--- config.mk ---
export PLATFORM = sky130hd
export DESIGN_NAME = desc_chain_walker
export DESIGN_NICKNAME = d
export VERILOG_FILES = /design/src/rtl/dcw_pkg.sv /design/src/rtl/dcw_ctrl.sv /design/src/rtl/dcw_datapath.sv /design/src/rtl/desc_chain_walker.sv
export SDC_FILE = /design/constraint.sdc
export NUM_CORES = 1
export LEC_CHECK = 0
export BUFFER_PORTS_ARGS = -buffer_cell sky130_fd_sc_hd__buf_2
export CAP_MARGIN = 20
export CORE_ASPECT_RATIO = 1.25
export CORE_MARGIN = 2
export CORE_UTILIZATION = 54
export CTS_BUF_LIST = sky130_fd_sc_hd__clkbuf_16
export CTS_CLUSTER_DIAMETER = 150
export DETAILED_ROUTE_END_ITERATION = 10
export PLACE_DENSITY = 0.85
export SLEW_MARGIN = 10
export SYNTH_ARGS = -nofsm -noshare
export SYNTH_HDL_FRONTEND = slang
export SYNTH_SLANG_ARGS = --single-unit
export TNS_END_PERCENT = 30
--- constraint.sdc ---
create_clock -name clk -period 7.9 [get_ports clk]
set_input_delay 0 -clock clk [delete_from_list [all_inputs] [get_ports clk]]
set_output_delay 0 -clock clk [all_outputs]
set_load 0.005 [all_outputs]
--- src/rtl/dcw_pkg.sv ---
package dcw_pkg;

  localparam int WORDS_LOADED  = 5;   // source, dest, next, ctl low, ctl high
  localparam int IDX_W         = 3;
  localparam int WB_IDX        = 4;   // control-high word index
  localparam int DONE_BIT      = 12;
  localparam int CHAIN_SRC_BIT = 28;
  localparam int CHAIN_DST_BIT = 27;

  typedef enum logic [2:0] {
    ST_IDLE,
    ST_FETCH,
    ST_LAUNCH,
    ST_BLOCK,
    ST_WRBACK,
    ST_END
  } seqState_t;

  typedef struct packed {
    logic loadBase;  // capture start address
    logic loadWord;  // capture read word at current index
    logic capUpd;    // capture updated control-high word
    logic follow;    // move base to next pointer
  } dpStrobe_t;

  function automatic logic [31:0] swap32(input logic [31:0] v);
    return {v[7:0], v[15:8], v[23:16], v[31:24]};
  endfunction

endpackage

--- src/rtl/dcw_ctrl.sv ---
module dcw_ctrl
  import dcw_pkg::*;
(
  input  logic             clk,
  input  logic             rstN,
  input  logic             startReq,
  input  logic             memAck,
  input  logic             blkDone,
  input  logic             chainGo,
  output dpStrobe_t        strb,
  output logic [IDX_W-1:0] wordIdx,
  output logic             memReq,
  output logic             memWe,
  output logic             blkStart,
  output logic             xferDone,
  output logic             busy
);

  seqState_t        state, stateNxt;
  logic [IDX_W-1:0] idxNxt;

  always_ff @(posedge clk) begin
    if (!rstN) begin
      state   <= ST_IDLE;
      wordIdx <= '0;
    end else begin
      state   <= stateNxt;
      wordIdx <= idxNxt;
    end
  end

  always_comb begin
    stateNxt = state;
    idxNxt   = wordIdx;
    strb     = '0;
    memReq   = 1'b0;
    memWe    = 1'b0;
    blkStart = 1'b0;
    xferDone = 1'b0;
    unique case (state)
      ST_IDLE: begin
        if (startReq) begin
          strb.loadBase = 1'b1;
          idxNxt        = '0;
          stateNxt      = ST_FETCH;
        end
      end
      ST_FETCH: begin
        memReq = 1'b1;
        if (memAck) begin
          strb.loadWord = 1'b1;
          if (wordIdx == IDX_W'(WB_IDX)) stateNxt = ST_LAUNCH;
          else                           idxNxt   = wordIdx + 1'b1;
        end
      end
      ST_LAUNCH: begin
        blkStart = 1'b1;
        stateNxt = ST_BLOCK;
      end
      ST_BLOCK: begin
        if (blkDone) begin
          strb.capUpd = 1'b1;
          idxNxt      = IDX_W'(WB_IDX);
          stateNxt    = ST_WRBACK;
        end
      end
      ST_WRBACK: begin
        memReq = 1'b1;
        memWe  = 1'b1;
        if (memAck) begin
          if (chainGo) begin
            strb.follow = 1'b1;
            idxNxt      = '0;
            stateNxt    = ST_FETCH;
          end else begin
            stateNxt = ST_END;
          end
        end
      end
      ST_END: begin
        xferDone = 1'b1;
        stateNxt = ST_IDLE;
      end
      default: stateNxt = ST_IDLE;
    endcase
  end

  assign busy = (state != ST_IDLE);

endmodule

--- src/rtl/dcw_datapath.sv ---
module dcw_datapath
  import dcw_pkg::*;
#(
  parameter int AW         = 32,
  parameter bit BIG_ENDIAN = 1'b0
) (
  input  logic             clk,
  input  logic             rstN,
  input  dpStrobe_t        strb,
  input  logic [IDX_W-1:0] wordIdx,
  input  logic [AW-1:0]    startAddr,
  input  logic [31:0]      memRdata,
  input  logic [31:0]      blkCtlHiUpd,
  output logic [AW-1:0]    memAddr,
  output logic [31:0]      memWdata,
  output logic [31:0]      chSrcAddr,
  output logic [31:0]      chDstAddr,
  output logic [31:0]      chNextPtr,
  output logic [31:0]      chCtlLo,
  output logic [31:0]      chCtlHi,
  output logic             chainGo
);

  localparam logic [AW-1:0] ALIGN_MASK = ~AW'(3);

  logic [AW-1:0] descBase;
  logic [31:0]   words [WORDS_LOADED];
  logic [31:0]   updWord;
  logic [31:0]   rdFix;
  logic [31:0]   wbLogical;

  assign wbLogical = updWord | (32'd1 << DONE_BIT);

  // Byte-lane order between memory and channel side
  if (BIG_ENDIAN) begin : g_be
    assign rdFix    = swap32(memRdata);
    assign memWdata = swap32(wbLogical);
  end else begin : g_le
    assign rdFix    = memRdata;
    assign memWdata = wbLogical;
  end

  always_ff @(posedge clk) begin
    if (!rstN) begin
      descBase <= '0;
      updWord  <= '0;
    end else begin
      if (strb.loadBase) descBase <= startAddr & ALIGN_MASK;
      else if (strb.follow) descBase <= words[2][AW-1:0] & ALIGN_MASK;
      if (strb.capUpd) updWord <= blkCtlHiUpd;
    end
  end

  for (genvar g = 0; g < WORDS_LOADED; g++) begin : g_word
    always_ff @(posedge clk) begin
      if (!rstN) words[g] <= '0;
      else if (strb.loadWord && wordIdx == IDX_W'(g)) words[g] <= rdFix;
    end
  end

  assign memAddr   = descBase + AW'({wordIdx, 2'b00});
  assign chSrcAddr = words[0];
  assign chDstAddr = words[1];
  assign chNextPtr = words[2];
  assign chCtlLo   = words[3];
  assign chCtlHi   = words[WB_IDX];

  assign chainGo = (words[3][CHAIN_SRC_BIT] | words[3][CHAIN_DST_BIT])
                   && ((words[2][AW-1:0] & ALIGN_MASK) != '0);

endmodule

--- src/rtl/desc_chain_walker.sv ---
module desc_chain_walker
  import dcw_pkg::*;
#(
  parameter int AW         = 32,
  parameter bit BIG_ENDIAN = 1'b0
) (
  input  logic          clk,
  input  logic          rstN,
  input  logic          startReq,
  input  logic [AW-1:0] startAddr,
  output logic          memReq,
  output logic          memWe,
  output logic [AW-1:0] memAddr,
  output logic [31:0]   memWdata,
  input  logic [31:0]   memRdata,
  input  logic          memAck,
  output logic [31:0]   chSrcAddr,
  output logic [31:0]   chDstAddr,
  output logic [31:0]   chNextPtr,
  output logic [31:0]   chCtlLo,
  output logic [31:0]   chCtlHi,
  output logic          blkStart,
  input  logic          blkDone,
  input  logic [31:0]   blkCtlHiUpd,
  output logic          busy,
  output logic          xferDone
);

  dpStrobe_t        strb;
  logic [IDX_W-1:0] wordIdx;
  logic             chainGo;

  dcw_ctrl u_ctrl (
    .clk      (clk),
    .rstN     (rstN),
    .startReq (startReq),
    .memAck   (memAck),
    .blkDone  (blkDone),
    .chainGo  (chainGo),
    .strb     (strb),
    .wordIdx  (wordIdx),
    .memReq   (memReq),
    .memWe    (memWe),
    .blkStart (blkStart),
    .xferDone (xferDone),
    .busy     (busy)
  );

  dcw_datapath #(.AW(AW), .BIG_ENDIAN(BIG_ENDIAN)) u_dp (
    .clk         (clk),
    .rstN        (rstN),
    .strb        (strb),
    .wordIdx     (wordIdx),
    .startAddr   (startAddr),
    .memRdata    (memRdata),
    .blkCtlHiUpd (blkCtlHiUpd),
    .memAddr     (memAddr),
    .memWdata    (memWdata),
    .chSrcAddr   (chSrcAddr),
    .chDstAddr   (chDstAddr),
    .chNextPtr   (chNextPtr),
    .chCtlLo     (chCtlLo),
    .chCtlHi     (chCtlHi),
    .chainGo     (chainGo)
  );

endmodule

==> qor.yml, run 1 <==
outcome: "completed"
wl_met3_mm: 2.43
vias_per_cell: 5.64
hp-start: "startReq"
maxCapViolations: 0
nNetsFinal: 1297
synthTopCellsByCount: "161 x and2_1, 160 x edfxtp_1, 86 x nand2_1"
r2r_start: "u_ctrl.state[0]"
post-place-ws_ps: 5120
via_count: 8045
cts_tree: "yes"
synth_area_leader_cell: "edfxtp_1"
worstPathMaxFanout: 32
rr_worst_depth: 5
synth_ff_type: "edfxtp_1"
clk_pin_slew_ps: 70
ir_drop_v: 0.000193
path_buf_inv: 0
yosys-top-cells-area: "edfxtp_1 50%, dfxtp_1 14%, and2_1 10%, mux2i_1 3.5%, nand2_1 3.4%"
skew_ps: 11.9
netlist_area_sq_mm: 0.00963
syn_to_final_growth_pct: 35.5
clock_latency_ps: 500
r2r_end: "u_dp.words[2][13]"
syn_area_per_cell_sq_um: 12.3
highest_layer: "met4"
setup_viol: 0
cpPeakStageDelay_ps: 970
synthArstFlopShare_pct: 0
fmax_mhz: 352
ctsRootBufferMaster: "clkbuf_16"
postRouteAntennaNets: 0
ys_types: 51
ios: 330
drt_iter0_drc: 820
initial_core_util_pct: 55.0
core_area_sq_mm: 0.0175
rows: 54
r2r_slack_ps: 5060
track_usage_pct: 30.7
critPathKind: "register to register"
cts.sinks: 227
overflow: 0
critPathCaptureType: "register"
cpMaxStageDelayCell: "and3_1"
first_pass_iters: 5
yosys_register_bits: 227
antenna_cells: 0
antenna_found_initial: 0
synthCells: 784
fp.dieH_um: 153
cts_buffer_depth: 3
ys_seq_area_share_pct: 63.8
wl_met1_mm: 11.1
min_to: "u_dp.descBase[31]"
startpoint_type: "register"
cp.arrival_ps: 3200
fill_cells: 1043
synth_most_common_cell: "and2_1"
cellPowerDensity_mw_per_mm2: 210
hold_path_class: "input port to register"
setup_slack_ps: 5060
grt_pass1_wl_mm: 44.4
drt_wl_total_mm: 30.1
yosysWarnings: 0
wl_met2_mm: 15.2
dieArea_sq_mm: 0.0189
setup_tns_ps: 0
cts_made_buffers: 22
worst_pin_slew_ps: 1170
drt-wirelength-per-cell_um: 21.1
critPathTopFamily: "simple AND/OR/NAND/NOR gates"
yosysTopAreaCellShare_pct: 49.9
hold_viol: 0
die_w_um: 123
post-route-min-period_ps: 2840
post_cts_buffers: 0
max_slew_margin_pct: 22.2
grt_max_degree: 66
p_leak_nw: 5.79
hpwl_mm: 18.0
rsz0062_at_grt: "no"
crit_path_start: "u_ctrl.state[0]"
final.period_utilization_pct: 35.9
synth-edff-count: 160
cp_cell_sequence: "nor3b_2 > nand2_1 > nor2_2 > and3_1 > and2_1"
h-tree-depth: 1
final_max_slew_viol_count: 0
drcViolationCount: 0
holdPathStages: 4
port_buffers: 323
gp_congestion: 0.823
drive_gt1_share_pct: 32.2
grt_pass1_vias: 8112
required_ps: 8260
how the worst max path moves through the flow:
stage,endpoint,cells after the start
floorplan,u_dp.words[4][0],3
global placement,u_dp.words[0][1],5
detailed placement,u_dp.words[0][31],5
CTS,u_dp.words[0][31],5
global route,u_dp.words[2][13],5
finish,u_dp.words[2][13],5
per-layer routing:
metal  vias to the layer above  GRT usage, %
met1                      3860          37.4
li1                       3585             -
met3                       113          6.83
met5                         -             0
met4                         0          13.7
met2                       487          51.5
state kept, by name (all words and copies together) (netlist names):
name / count
u_dp.words: 160
u_dp.updWord: 31
u_dp.descBase: 30
u_ctrl.state: 3
u_ctrl.wordIdx: 3
worst reg2reg max path, delay by kind of cell (launching register included):
family	cells	cell delay, ps
DFF	1	520
and+or+nand+nor	5	2180
through the flow:
stage	instances	util, %	total power [mW]	hold slack [ps]	cell area (sq um)
final	1427	74.6	2.74	72.7	13100
after global placement	1288	65.0	1.70	241	11400
after global routing	1427	74.6	2.82	110	13100
after CTS	1424	74.4	2.73	56.3	13000
after floorplan	785	-	1.57	136	9640
after detailed placement	1288	65.0	1.71	246	11400
where the power goes:
group,internal [mW],leakage (nW),switching [mW],total [mW]
logic,0.157,3.25,0.192,0.349
registers,1.34,2.20,0.0481,1.39
clock network,0.557,0.344,0.444,1.00
repair_timing:
| action | in CTS | in global routing |
|---|---|---|
| hold endpoints to repair | 223 | 0 |
| resized for setup | 0 | 0 |
| hold buffers | 96 | 0 |
final cells by class:
class	count	area, sq um	share of cell area (%)
tap	224	280	2.15
clock buffer	23	576	4.41
clock inverter	17	100	0.767
inverter	6	22.5	0.172
timing repair buffer	429	2680	20.5
sequential	227	6150	47.1
multi-input combinational	501	3260	24.9
placed cells by master, fill, tap and decap left out, types with 20 or more instances in the layout:
master / synthesis / routed
buf_2: 18 / 323
and2_1: 161 / 161
edfxtp_1: 160 / 160
dlygate4sd3_1: 0 / 96
nand2_1: 86 / 82
dfxtp_1: 67 / 67
nand4_1: 38 / 38
a21oi_1: 35 / 35
mux2i_1: 34 / 34
o31ai_1: 30 / 30
clkbuf_16: 0 / 23
xnor2_1: 20 / 20
cells by family (layout without fill, tap and decap cells):
kind of cell	Yosys count	in the layout	share of synthesized area, %
and+or+nand+nor	349	349	20.7
DFF	227	227	63.8
AOI/OAI and AO/OA	78	78	5.27
buffers and inverters	57	475	2.81
muxes	34	34	3.53
xor gates and xnor gates	28	28	2.55
adders and majority gates	9	9	1.25
other	2	3	0.0780
No activity file was read; power rests on OpenSTA's default activity.
==> run 2, diff against run 1 <==
--- a/config.mk
+++ b/config.mk
@@ -9,11 +9,11 @@
 export CAP_MARGIN = 20
 export CORE_ASPECT_RATIO = 1.25
 export CORE_MARGIN = 2
-export CORE_UTILIZATION = 54
+export CORE_UTILIZATION = 50
 export CTS_BUF_LIST = sky130_fd_sc_hd__clkbuf_16
 export CTS_CLUSTER_DIAMETER = 150
 export DETAILED_ROUTE_END_ITERATION = 10
-export PLACE_DENSITY = 0.85
+export PLACE_DENSITY = 0.8
 export SLEW_MARGIN = 10
 export SYNTH_ARGS = -nofsm -noshare
 export SYNTH_HDL_FRONTEND = slang
==> constraint.sdc (replaced) <==
create_clock -name clk -period 2.9 [get_ports clk]
set_input_delay 0 -clock clk [delete_from_list [all_inputs] [get_ports clk]]
set_output_delay 0 -clock clk [all_outputs]
set_load 0.005 [all_outputs]
==> run 2 against run 1 <==
Against the previous run:
- sequential share of layout area is 0.20 points lower
- combinational power increased to 2.7 times the previous value
- die area grew 7.8%
- register-to-register slack got worse by 4500 ps
- clock skew increased by 9.6 ps
- wire length is 5.9% lower
==> qor.yml, run 2 (synthesis results as in run 1) <==
cellPowerDensity_mw_per_mm2: 556  # was 210 mW/mm^2
hold_ws_ps: 57.8  # was 72.7 ps
cp_cell_sequence: "ha_1 > fa_1 > a21oi_1 > nor2_1 > nand4_1 > xnor2_1 > buf_2"  # was nor3b_2 > nand2_1 > nor2_2 > and3_1 > and2_1
grt_pass1_wl_mm: 42.5  # was 44.4 mm
core_area_sq_mm: 0.0188  # was 0.0175 sq mm
drt_iter0_drc: 496  # was 820
worst_pin_slew_ps: 889  # was 1170 ps
die_w_um: 128  # was 123 um
drive_gt1_share_pct: 32.5  # was 32.2%
nNetsFinal: 1307  # was 1,297
maxCapViolations: 0  # unchanged
max_slew_margin_pct: 40.7  # was 22.2%
clk_pin_slew_ps: 60  # was 70 ps
fmax_mhz: 385
cts_made_buffers: 22  # unchanged
reg_top3: "u_dp.words (160), u_dp.updWord (31), u_dp.descBase (30)"  # unchanged
final_common_cell: "buf_2"  # unchanged
setup_slack_ps: 305  # was 5060 ps
crit_path_start: "u_ctrl.wordIdx[0]"  # was u_ctrl.state[0]
cpMaxStageDelayCell: "a21oi_1"  # was and3_1
power_mw: 7.29  # was 2.74 mW
cts_tree: "yes"  # unchanged
overflow: 0  # unchanged
grt_pass1_vias: 7750  # was 8,112
cts.sinks: 227  # unchanged
worstPathMaxFanout: 5  # was 32
startpoint_type: "register"  # unchanged
critPathTopFamily: "adder cells"  # was simple AND/OR/NAND/NOR gates
antenna_found_initial: 1  # was 0
critPathKind: "register to output pin"  # was register to register
via_count: 7754  # was 8,045
setup_viol: 0  # unchanged
h-tree-depth: 1  # unchanged
initial_core_util_pct: 51.1  # was 55.0%
layout_common_cells: "323 x buf_2, 161 x and2_1, 160 x edfxtp_1"  # unchanged
post-route-min-period_ps: 2600
top_register: "u_dp.words"  # unchanged
final_max_slew_viol_count: 0  # unchanged
hold_path_class: "input port to register"  # unchanged
cts_buffer_depth: 3  # unchanged
p_leak_nw: 5.86  # was 5.79 nW
postRouteAntennaNets: 0  # unchanged
fp.dieH_um: 159  # was 153 um
rsz0062_at_grt: "no"  # unchanged
drt_wl_total_mm: 28.3  # was 30.1 mm
post-place-ws_ps: 612  # was 5120 ps
hp-start: "startReq"  # unchanged
drt-wirelength-per-cell_um: 19.6  # was 21.1 um
ios: 330  # unchanged
dieArea_sq_mm: 0.0204  # was 0.0189 sq mm
drcViolationCount: 0  # unchanged
cpPeakStageDelay_ps: 470  # was 970 ps
final.period_utilization_pct: 89.5
grt_max_degree: 65  # was 66
required_ps: 2900  # was 8260 ps
skew_ps: 21.4  # was 11.9 ps
ir_drop_v: 0.000444  # was 0.000193 V
track_usage_pct: 27.0  # was 30.7%
r2r_start: "u_ctrl.state[0]"  # unchanged
hold_viol: 0  # unchanged
vias_per_cell: 5.36  # was 5.64
critPathCaptureType: "output pin"  # was register
clock_latency_ps: 500  # about the same
cts_resized: 0  # unchanged
hpwl_mm: 18.6  # was 18.0 mm
rows: 56  # was 54
largest_reg_flops: 160  # unchanged
first_pass_iters: 5  # unchanged
cp.arrival_ps: 2600  # was 3200 ps
ctsRootBufferMaster: "clkbuf_16"  # unchanged
setup_tns_ps: 0  # unchanged
port_buffers: 323  # unchanged
gp_congestion: 0.838  # was 0.823
outcome: "completed"  # unchanged
syn_to_final_growth_pct: 36.1  # was 35.5%
path_buf_inv: 1  # was 0
-- run 2: final timing paths --
| path | end | slack [ps] | cells after the start |
|---|---|---|---|
| max reg2reg | u_dp.words[0][3] | 570 | 6 |
| min | u_dp.descBase[31] | 60 | 4 |
| max | memAddr[12] | 300 | 7 |
| min reg2reg | u_dp.updWord[5] | 450 | 2 |
-- run 2: stage by stage --
stage | utilization (%) | cell area, sq um | cells
floorplan | - | 9640 | 785
global placement | 61.1 | 11500 | 1309
detailed placement | 61.1 | 11500 | 1309
CTS | 69.5 | 13100 | 1445
global route | 69.6 | 13100 | 1446
finish | 69.6 | 13100 | 1446
-- run 2: what timing repair did --
item | 4_1_cts | 5_1_grt
hold buffers | 96 | 0
buffers inserted | 0 | 0
endpoints found under the hold margin | 223 | 0
-- run 2: area by class of cell --
type / instances / area (sq um)
antenna: 1 / 2.50
clock buffer: 23 / 576
clock inverter: 17 / 65.1
fill: 1302 / 5740
inverter: 6 / 22.5
multi-input combinational: 501 / 3260
sequential: 227 / 6150
tap: 232 / 290
timing repair buffer: 439 / 2750
-- run 2: power by group --
part	switching [mW]	leakage [nW]	total [mW]	internal [mW]
sequential	0.126	2.20	3.77	3.64
combinational	0.508	3.30	0.949	0.441
clock	1.15	0.362	2.57	1.42
total	1.78	5.86	7.29	5.50
-- run 2: worst reg2reg max path: cells and delay by family (launching register included) --
family	cells	cell delay (ps)
and+or+nand+nor	5	1030
DFF	1	500
buffers and inverters	1	410
-- run 2: routing by layer --
metal	up-vias	track usage [%]	routed length, um
met5	-	0	0
met2	341	47.5	14700
met3	70	4.91	1940
met4	0	10.6	951
met1	3732	32.5	10800
li1	3611	-	-
==> run 3, diff against run 2 <==
==> constraint.sdc (replaced) <==
create_clock -name clk -period 2.5 [get_ports clk]
set_input_delay 0 -clock clk [delete_from_list [all_inputs] [get_ports clk]]
set_output_delay 0 -clock clk [all_outputs]
set_load 0.005 [all_outputs]
==> run 3 against run 2 <==
Against the previous run:
- wire length up 4.5%
- utilization is 1.2 points higher
- first-iteration DRC count up 25%
- die area stayed put
- sequential share of layout area shrank 0.80 points
- non-clock buffer count increased by 10
- via count grew 1.7%
- largest power group unchanged
- highest routed layer unchanged
==> qor.yml, run 3 (synthesis results as in run 1) <==
r2r_start: "u_ctrl.wordIdx[1]"  # was u_ctrl.state[0]
drt_wl_total_mm: 29.6  # was 28.3 mm
grt_max_degree: 65  # unchanged
rows: 56  # unchanged
postPlaceCellArea_sq_mm: 0.0116  # was 0.0115 sq mm
cellPowerDensity_mw_per_mm2: 668  # was 556 mW/mm^2
fp.dieH_um: 159  # unchanged
p_switching_mw: 2.16  # was 1.78 mW
largest_reg_flops: 160  # unchanged
pwr-share-clk_pct: 38.1  # was 35.3%
via_count: 7886  # was 7,754
cts_made_buffers: 23  # was 22
dieArea_sq_mm: 0.0204  # unchanged
grt_pass1_vias: 8048  # was 7,750
hold_path_class: "input port to register"  # unchanged
reg_top3: "u_dp.words (160), u_dp.updWord (31), u_dp.descBase (30)"  # unchanged
r2r_end: "u_ctrl.state[0]"  # was u_dp.words[0][3]
switching_share_pct: 24.2  # was 24.5%
min_to: "u_dp.descBase[11]"  # was u_dp.descBase[31]
p_int_mw: 6.75  # was 5.50 mW
cts_buffer_depth: 3  # unchanged
setup_tns_ps: 0  # unchanged
overflow: 0  # unchanged
clk_pin_slew_ps: 60  # about the same
postRouteAntennaNets: 0  # unchanged
post_cts_buffers: 0  # unchanged
core_area_sq_mm: 0.0188  # unchanged
ios: 330  # unchanged
worst_pin_slew_ps: 672  # was 889 ps
setup_slack_ps: 120  # was 305 ps
fill_cells: 1279  # was 1,302
antenna_found_initial: 2  # was 1
layout_common_cells: "323 x buf_2, 161 x and2_1, 160 x edfxtp_1"  # unchanged
port_buffers: 323  # unchanged
setup_viol: 0  # unchanged
cts.sinks: 227  # unchanged
vias_per_cell: 5.41  # was 5.36
drt_iter0_drc: 622  # was 496
final_common_cell: "buf_2"  # unchanged
drcViolationCount: 0  # unchanged
post-place-ws_ps: 339  # was 612 ps
critPathKind: "register to output pin"  # unchanged
drive_gt1_share_pct: 33.5  # was 32.5%
outcome: "completed"  # unchanged
track_usage_pct: 28.7  # was 27.0%
hpwl_mm: 19.3  # was 18.6 mm
nNetsFinal: 1318  # was 1,307
skew_ps: 14.3  # was 21.4 ps
hp-start: "rstN"  # was startReq
comb_power_share_pct: 12.9  # was 13.0%
first_pass_iters: 5  # unchanged
fmax_mhz: 420
cp.arrival_ps: 2380  # was 2600 ps
critPathCaptureType: "output pin"  # unchanged
syn_to_final_growth_pct: 38.5  # was 36.1%
die_w_um: 128  # unchanged
startpoint_type: "register"  # unchanged
post-route-min-period_ps: 2380
hold_viol: 0  # unchanged
ir_drop_v: 0.000641  # was 0.000444 V
worstPathMaxFanout: 6  # was 5
rsz0062_at_grt: "no"  # unchanged
grt_pass1_wl_mm: 45.1  # was 42.5 mm
final.period_utilization_pct: 95.2
clock_latency_ps: 510  # was 500 ps
cts_tree: "yes"  # unchanged
top_register: "u_dp.words"  # unchanged
p_leak_nw: 5.96  # was 5.86 nW
r2r_slack_ps: 160  # was 570 ps
holdPathStages: 3  # was 4
ctsRootBufferMaster: "clkbuf_16"  # unchanged
p_seq_share_pct: 49.1  # was 51.7%
max_slew_margin_pct: 55.2  # was 40.7%
drt-wirelength-per-cell_um: 20.3  # was 19.6 um
required_ps: 2500  # was 2900 ps
final_max_slew_viol_count: 0  # unchanged
fin_area_sq_mm: 0.0133  # was 0.0131 sq mm
rr_worst_depth: 7  # was 6
h-tree-depth: 1  # unchanged
initial_core_util_pct: 51.1  # unchanged
maxCapViolations: 0  # unchanged
gp_congestion: 0.850  # was 0.838
[run 3: cell types whose count changed in the layout (fill, tap and decap cells not counted), sizes merged]
| cell | before | now |
|---|---|---|
| buf | 343 | 353 |
| bufinv | 0 | 3 |
| clkinv | 3 | 9 |
| diode | 1 | 2 |
| inv | 20 | 12 |
[run 3: worst max path at each step]
| stage | from | endpoint | slack [ps] | cells after the start |
|---|---|---|---|---|
| after floorplan | u_ctrl.state[1] | u_dp.words[0][0] | 410 | 5 |
| after global placement | u_dp.words[2][14] | u_dp.descBase[23] | 370 | 5 |
| after detailed placement | u_dp.words[2][13] | u_dp.descBase[15] | 340 | 5 |
| after CTS | u_ctrl.wordIdx[0] | memAddr[12] | 120 | 7 |
| after global routing | u_ctrl.wordIdx[1] | memAddr[27] | 6 | 8 |
| final | u_ctrl.wordIdx[1] | memAddr[31] | 120 | 8 |
[run 3: what timing repair did]
action,CTS,global route
endpoints found under the setup margin,3,3
hold endpoints to repair,223,0
pin swaps,0,2
hold buffers,96,0
resized for setup,1,3
[run 3: critical path, stage by stage (launching register included)]
cell and delay (ps):
dfxtp_1 400, ha_1 320, a21o_1 120, a21oi_2 70
buf_4 160, nor4_4 350, nand3_1 150, xnor2_1 180
buf_2 140
[run 3: layout make-up]
cell class | instances | area, sq um | area share [%]
Sequential cell | 227 | 6150 | 46.1
Multi-Input combinational cell | 501 | 3280 | 24.6
Timing Repair Buffer | 449 | 2850 | 21.4
Clock buffer | 23 | 576 | 4.31
Tap cell | 232 | 290 | 2.18
Clock inverter | 18 | 168 | 1.26
Inverter | 6 | 22.5 | 0.169
Antenna cell | 2 | 5.00 | 0.0375
[run 3: power by group through the flow]
| stage | Combinational (mW) | Clock [mW] | Sequential (mW) |
|---|---|---|---|
| after floorplan | 0.531 | 0 | 4.42 |
| after global placement | 0.992 | 0 | 4.43 |
| after detailed placement | 1.01 | 0 | 4.44 |
| after CTS | 1.13 | 3.42 | 4.36 |
| after global routing | 1.23 | 3.57 | 4.39 |
| final | 1.14 | 3.39 | 4.37 |
[run 3: per-layer routing]
layer,GRT usage [%],share of wire [%],vias up
met5,0,0,-
met4,12.9,4.4,0
met3,5.71,7.0,92
met2,50.0,51,387
met1,34.2,37,3768
li1,-,-,3639
[run 3: stage by stage]
stage               hold slack, ps  instances  utilization [%]  power [mW]
detailed placement             247       1319             61.6        5.45
global route                  55.8       1458             70.8        9.19
finish                        37.4       1458             70.8        8.90
global placement               240       1319             61.6        5.42
CTS                           8.62       1456             70.6        8.91
floorplan                      136        785                -        4.96
